File: config.mk
export PLATFORM = sky130hd
export DESIGN_NAME = srot_unit
export DESIGN_NICKNAME = d
export VERILOG_FILES = /design/src/rtl/srot_pkg.sv /design/src/rtl/srot_feed.sv /design/src/rtl/srot_barrel.sv /design/src/rtl/srot_unit.sv
export SDC_FILE = /design/constraint.sdc
export NUM_CORES = 1
export LEC_CHECK = 0
export ABC_CLOCK_PERIOD_IN_PS = 5000
export BUFFER_PORTS_ARGS = -buffer_cell sky130_fd_sc_hd__buf_2
export CAP_MARGIN = 20
export CORE_MARGIN = 3
export CORE_UTILIZATION = 61
export DETAILED_ROUTE_END_ITERATION = 10
export PLACE_DENSITY = 0.95
export SYNTH_ARGS = -nofsm -noshare
export SYNTH_HDL_FRONTEND = slang
export SYNTH_SLANG_ARGS = --single-unit
File: constraint.sdc
create_clock -name vclk -period 5
set_input_delay 0.75 -clock vclk [all_inputs]
set_output_delay 0.75 -clock vclk [all_outputs]
set_load 0.03 [all_outputs]
File: src/rtl/srot_pkg.sv
package srot_pkg;

    localparam int unsigned SR_DATA_W = 32;
    localparam int unsigned SR_AMT_W  = $clog2(SR_DATA_W);

    typedef enum logic {
        SR_SHIFT  = 1'b0,
        SR_ROTATE = 1'b1
    } srot_mode_e;

endpackage

File: src/rtl/srot_feed.sv
module srot_feed
    import srot_pkg::*;
#(
    parameter int unsigned W = SR_DATA_W
) (
    input  logic [W-1:0]   word_i,
    input  srot_mode_e     mode_i,
    output logic [2*W-1:0] wide_o
);

    logic [W-1:0] upper_d;

    always_comb begin
        upper_d = '0;
        if (mode_i == SR_ROTATE) begin
            upper_d = word_i;
        end
        wide_o = {upper_d, word_i};
    end

endmodule

File: src/rtl/srot_barrel.sv
module srot_barrel #(
    parameter int unsigned WW = 64,
    parameter int unsigned AW = 5
) (
    input  logic [WW-1:0] wide_i,
    input  logic [AW-1:0] amt_i,
    output logic [WW-1:0] wide_o
);

    logic [AW:0][WW-1:0] stage_d;

    assign stage_d[0] = wide_i;

    for (genvar s = 0; s < AW; s++) begin : g_stage
        localparam int unsigned STEP = 2 ** s;
        assign stage_d[s+1] = amt_i[s] ? (stage_d[s] >> STEP) : stage_d[s];
    end

    assign wide_o = stage_d[AW];

endmodule

File: src/rtl/srot_unit.sv
module srot_unit
    import srot_pkg::*;
#(
    parameter int unsigned DATA_W = SR_DATA_W,
    localparam int unsigned AMT_W = $clog2(DATA_W)
) (
    input  logic [DATA_W-1:0] data_i,
    input  logic [AMT_W-1:0]  amt_i,
    input  logic              rot_i,
    output logic [DATA_W-1:0] result_o
);

    localparam int unsigned WIDE_W = 2 * DATA_W;

    srot_mode_e        mode_d;
    logic [WIDE_W-1:0] fed_d;
    logic [WIDE_W-1:0] shifted_d;

    assign mode_d = srot_mode_e'(rot_i);

    srot_feed #(
        .W (DATA_W)
    ) feed_i (
        .word_i (data_i),
        .mode_i (mode_d),
        .wide_o (fed_d)
    );

    srot_barrel #(
        .WW (WIDE_W),
        .AW (AMT_W)
    ) barrel_i (
        .wide_i (fed_d),
        .amt_i  (amt_i),
        .wide_o (shifted_d)
    );

    assign result_o = shifted_d[DATA_W-1:0];

endmodule

; ---- After elaboration in Yosys (flattened, before gate mapping)
; Cells that the tools add are included.
[totals]
latchBits = 0
memories = 0
rom_bits = 0
inputBits = 38
regBits = 0
mem_bits_rw = 0
output_inout_bits = 32
[op_classes]
eq_ne = 0
magnitude_cmp = 0
n_mux = 6
n_bitwise = 0
shifts = 0
add_sub_neg = 0
multipliers = 0
reduce_logical = 0
n_div = 0
[op_table]
columns = op, n
row1 = $mux 62, 1
row2 = $mux 60, 1
row3 = $mux 56, 1
row4 = $mux 48, 1
row5 = $mux 32, 1
row6 = $mux 31, 1

; ---- Longest topological paths before layout
[depth]
depth_word = 6
depth_mapped = 8

; ---- Modules after synthesis
; A second synthesis with hierarchy kept.
[hier_totals]
cells_unflattened = 455
area_unflattened_um2 = 3983.8
[modules_own_cells]
columns = module, cells_each, seq_area_each_um2, area_each_um2, n_inst
row1 = srot_barrel, 388, 0.0, 3488.3, 1
row2 = srot_feed, 67, 0.0, 495.5, 1

; ---- Worst setup path after synthesis
; OpenSTA, ideal clock, no wires.
[synth_timing]
path_type = input port to output port
startpoint = input port amt_i[0]
endpoint = output port result_o[12]
required_ns = 4.250
setup_slack_ns = 1.605
arrival_time_ns = 2.645
stages = 8
path_buffers = 4
cell_sequence = buf_2 -> buf_2 -> buf_1 -> buf_1 -> nand2_1 -> nand2_1 -> o21ai_0 -> o21ai_0
[synth_between]
elab_chain_len = 5
[synth_rtl]
columns = element, line_no
row1 = start: declaration, srot_unit.sv:8  ; input logic [AMT_W-1:0] amt_i,
row2 = $mux 62, srot_barrel.sv:16  ; assign stage_d[s+1] = amt_i[s] ? (stage_d[s] >> STEP) : stage_d[s];
row3 = $mux 60, srot_barrel.sv:16
row4 = $mux 56, srot_barrel.sv:16
row5 = $mux 48, srot_barrel.sv:16
row6 = $mux 32, srot_barrel.sv:16
row7 = end: declaration, srot_unit.sv:10  ; output logic [DATA_W-1:0] result_o
; No other way between the ends.

; ---- Final worst setup path
[layout_timing]
startpoint = input port amt_i[0]
endpoint = output port result_o[1]
; Same word-level chain as after synthesis.

==> impl_metrics.toml <==
[place]
portBuffers = 70
routabilityCongestion = 1.07
dpl.hpwl_mm = 7.63

[finish]
area_growth_pct = 11.3
final_util_pct = 73.4
clkbuf_count = 0
drive_above_1_share_pct = 34.3
seq_area_um2 = 0
diodes = 0
nNetsFinal = 390
seq_cell_count = 0
layout_commonest_cell = "buf_2"
layout_common_cells = "buf_2 (70), nand2_1 (39), mux2i_1 (39)"

[logic_synthesis]
synthTopCellsByArea = "mux4_2 (28%), mux2i_1 (15%), nand2_1 (5.8%)"
synth_nets = 346
netlist_area_um2 = 2520
synth_top_cell_area_share_pct = 27.7
synth.distinct_cells = 46
synth_area_leader_cell = "mux4_2"
avgSynthCellArea_um2 = 8.19
netlist_instances = 308
yosysSeqAreaShare_pct = 0
synth_warnings = 0

[setup_path]
cp.arrival_ps = 3580
critical_path_class = "primary input to output pin"
end_kind = "output pin"
crit_path_max_fanout = 45
worstPathRequired_ps = 4250
startpoint_type = "primary input"

[pwr]
total_power_uw = 428
p_leak_nw = 1.21
powerDensity_nw_per_um2 = 152
irDropWorstVdd_v = 0.000101

[sta]
period_needed_ps = 4330
timing.fmax_mhz = 231
rsz0062_at_grt = "false"
relSlewSlack_pct = 31.4
period_share_pct = 86.6
slew_violations = 0
worstMarginPinSlew_ps = 1030
finalHoldViolCount = 0
setup-tns-final_ps = 0
finalSetupViolCount = 0

[drt]
vias_per_cell = 7.88
wl_mm = 9.86
firstDrtPassIters = 5
drt_iter0_drc = 531
wl_per_cell_um = 24.8
drcViolationCount = 0
ant_nets = 0
vias = 3137

[clocking]
cts_setup_buffers = 0
postCtsHoldBufs = 0
cts-resized-gates = 0

[global_routing]
grt_max_degree = 52
first_global_vias = 2799
grt_pass1_wl_mm = 15.5
overflow = 0
antenna_found_initial = 0
gr-usage-all-layers_pct = 39.3

[min_path]
worstHoldPathType = "primary input to output pin"

[die]
dieArea_um2 = 4940
die_w_um = 70.3
start_util_pct = 66.0
dieHeight_um = 70.3
num_rows = 22
fp.coreArea_um2 = 3830
io_pins = 70

[status]
status = "finished, final reports clean"

[flow_run]
drv_cap = 0
cells by family after synthesis:
group / synth area share [%]
simple gates: 16.3
mux: 52.1
buf+inv: 7.63
compound gates: 24.0
critical path: stages:
cell and delay, ps:
buf_2 680, clkinv_1 770, nor2_1 590, a22oi_1 170
and3_1 250, mux2i_1 130, buf_2 220
path summary, 6_finish.rpt:
path | start | to | slack (ps) | cells after the start
setup / recovery | amt_i[0] | result_o[1] | 670 | 7
hold / removal | rot_i | result_o[8] | 2030 | 4
per-layer routing:
layer / routed length [um] / GRT usage, % / vias to the layer above / share of wire [%]
met5: 0 / 0 / - / 0
met4: 452 / 10.9 / 0 / 4.6
met3: 1580 / 9.21 / 52 / 16
met2: 4380 / 61.9 / 352 / 44
met1: 3450 / 53.9 / 1419 / 35
li1: - / - / 1314 / -
cell usage after synthesis, drive strengths merged (2+ instances only):
| master | instances |
|---|---|
| mux4 | 31 |
| nor3 | 5 |
| o221ai | 3 |
| a221o | 3 |
| nor2 | 26 |
| o2bb2ai | 2 |
| clkbuf | 9 |
| a22o | 2 |
| nand3 | 4 |
| a222oi | 7 |
| buf | 21 |
| a22oi | 7 |
| mux2 | 19 |
| nor2b | 4 |
| o21ai | 23 |
| inv | 6 |
| a31oi | 4 |
| a221oi | 3 |
| a21oi | 12 |
| nand2 | 39 |
| nand2b | 5 |
| mux2i | 39 |
| and2 | 6 |
| o22ai | 15 |
metrics by stage:
step	setup slack, ps	area [um^2]	hold WS (ps)	std cells
finish	669	2810	2030	398
global route	495	2810	2040	398
CTS	815	2790	2010	397
detailed placement	799	2790	2010	397
global placement	731	2790	2010	397
floorplan	1600	2520	1990	308
where the power goes:
part	switching, mW	internal (mW)	total (mW)
Clock	0	0	0
Combinational	0.272	0.156	0.428
Sequential	0	0	0
cell type report:
type / count / area (um^2)
multi-input combinational: 271 / 2330
inverter: 7 / 26.3
fill: 305 / 1020
timing repair buffer: 72 / 390
tap: 48 / 60.1
No activity file was read; power rests on OpenSTA's default activity.
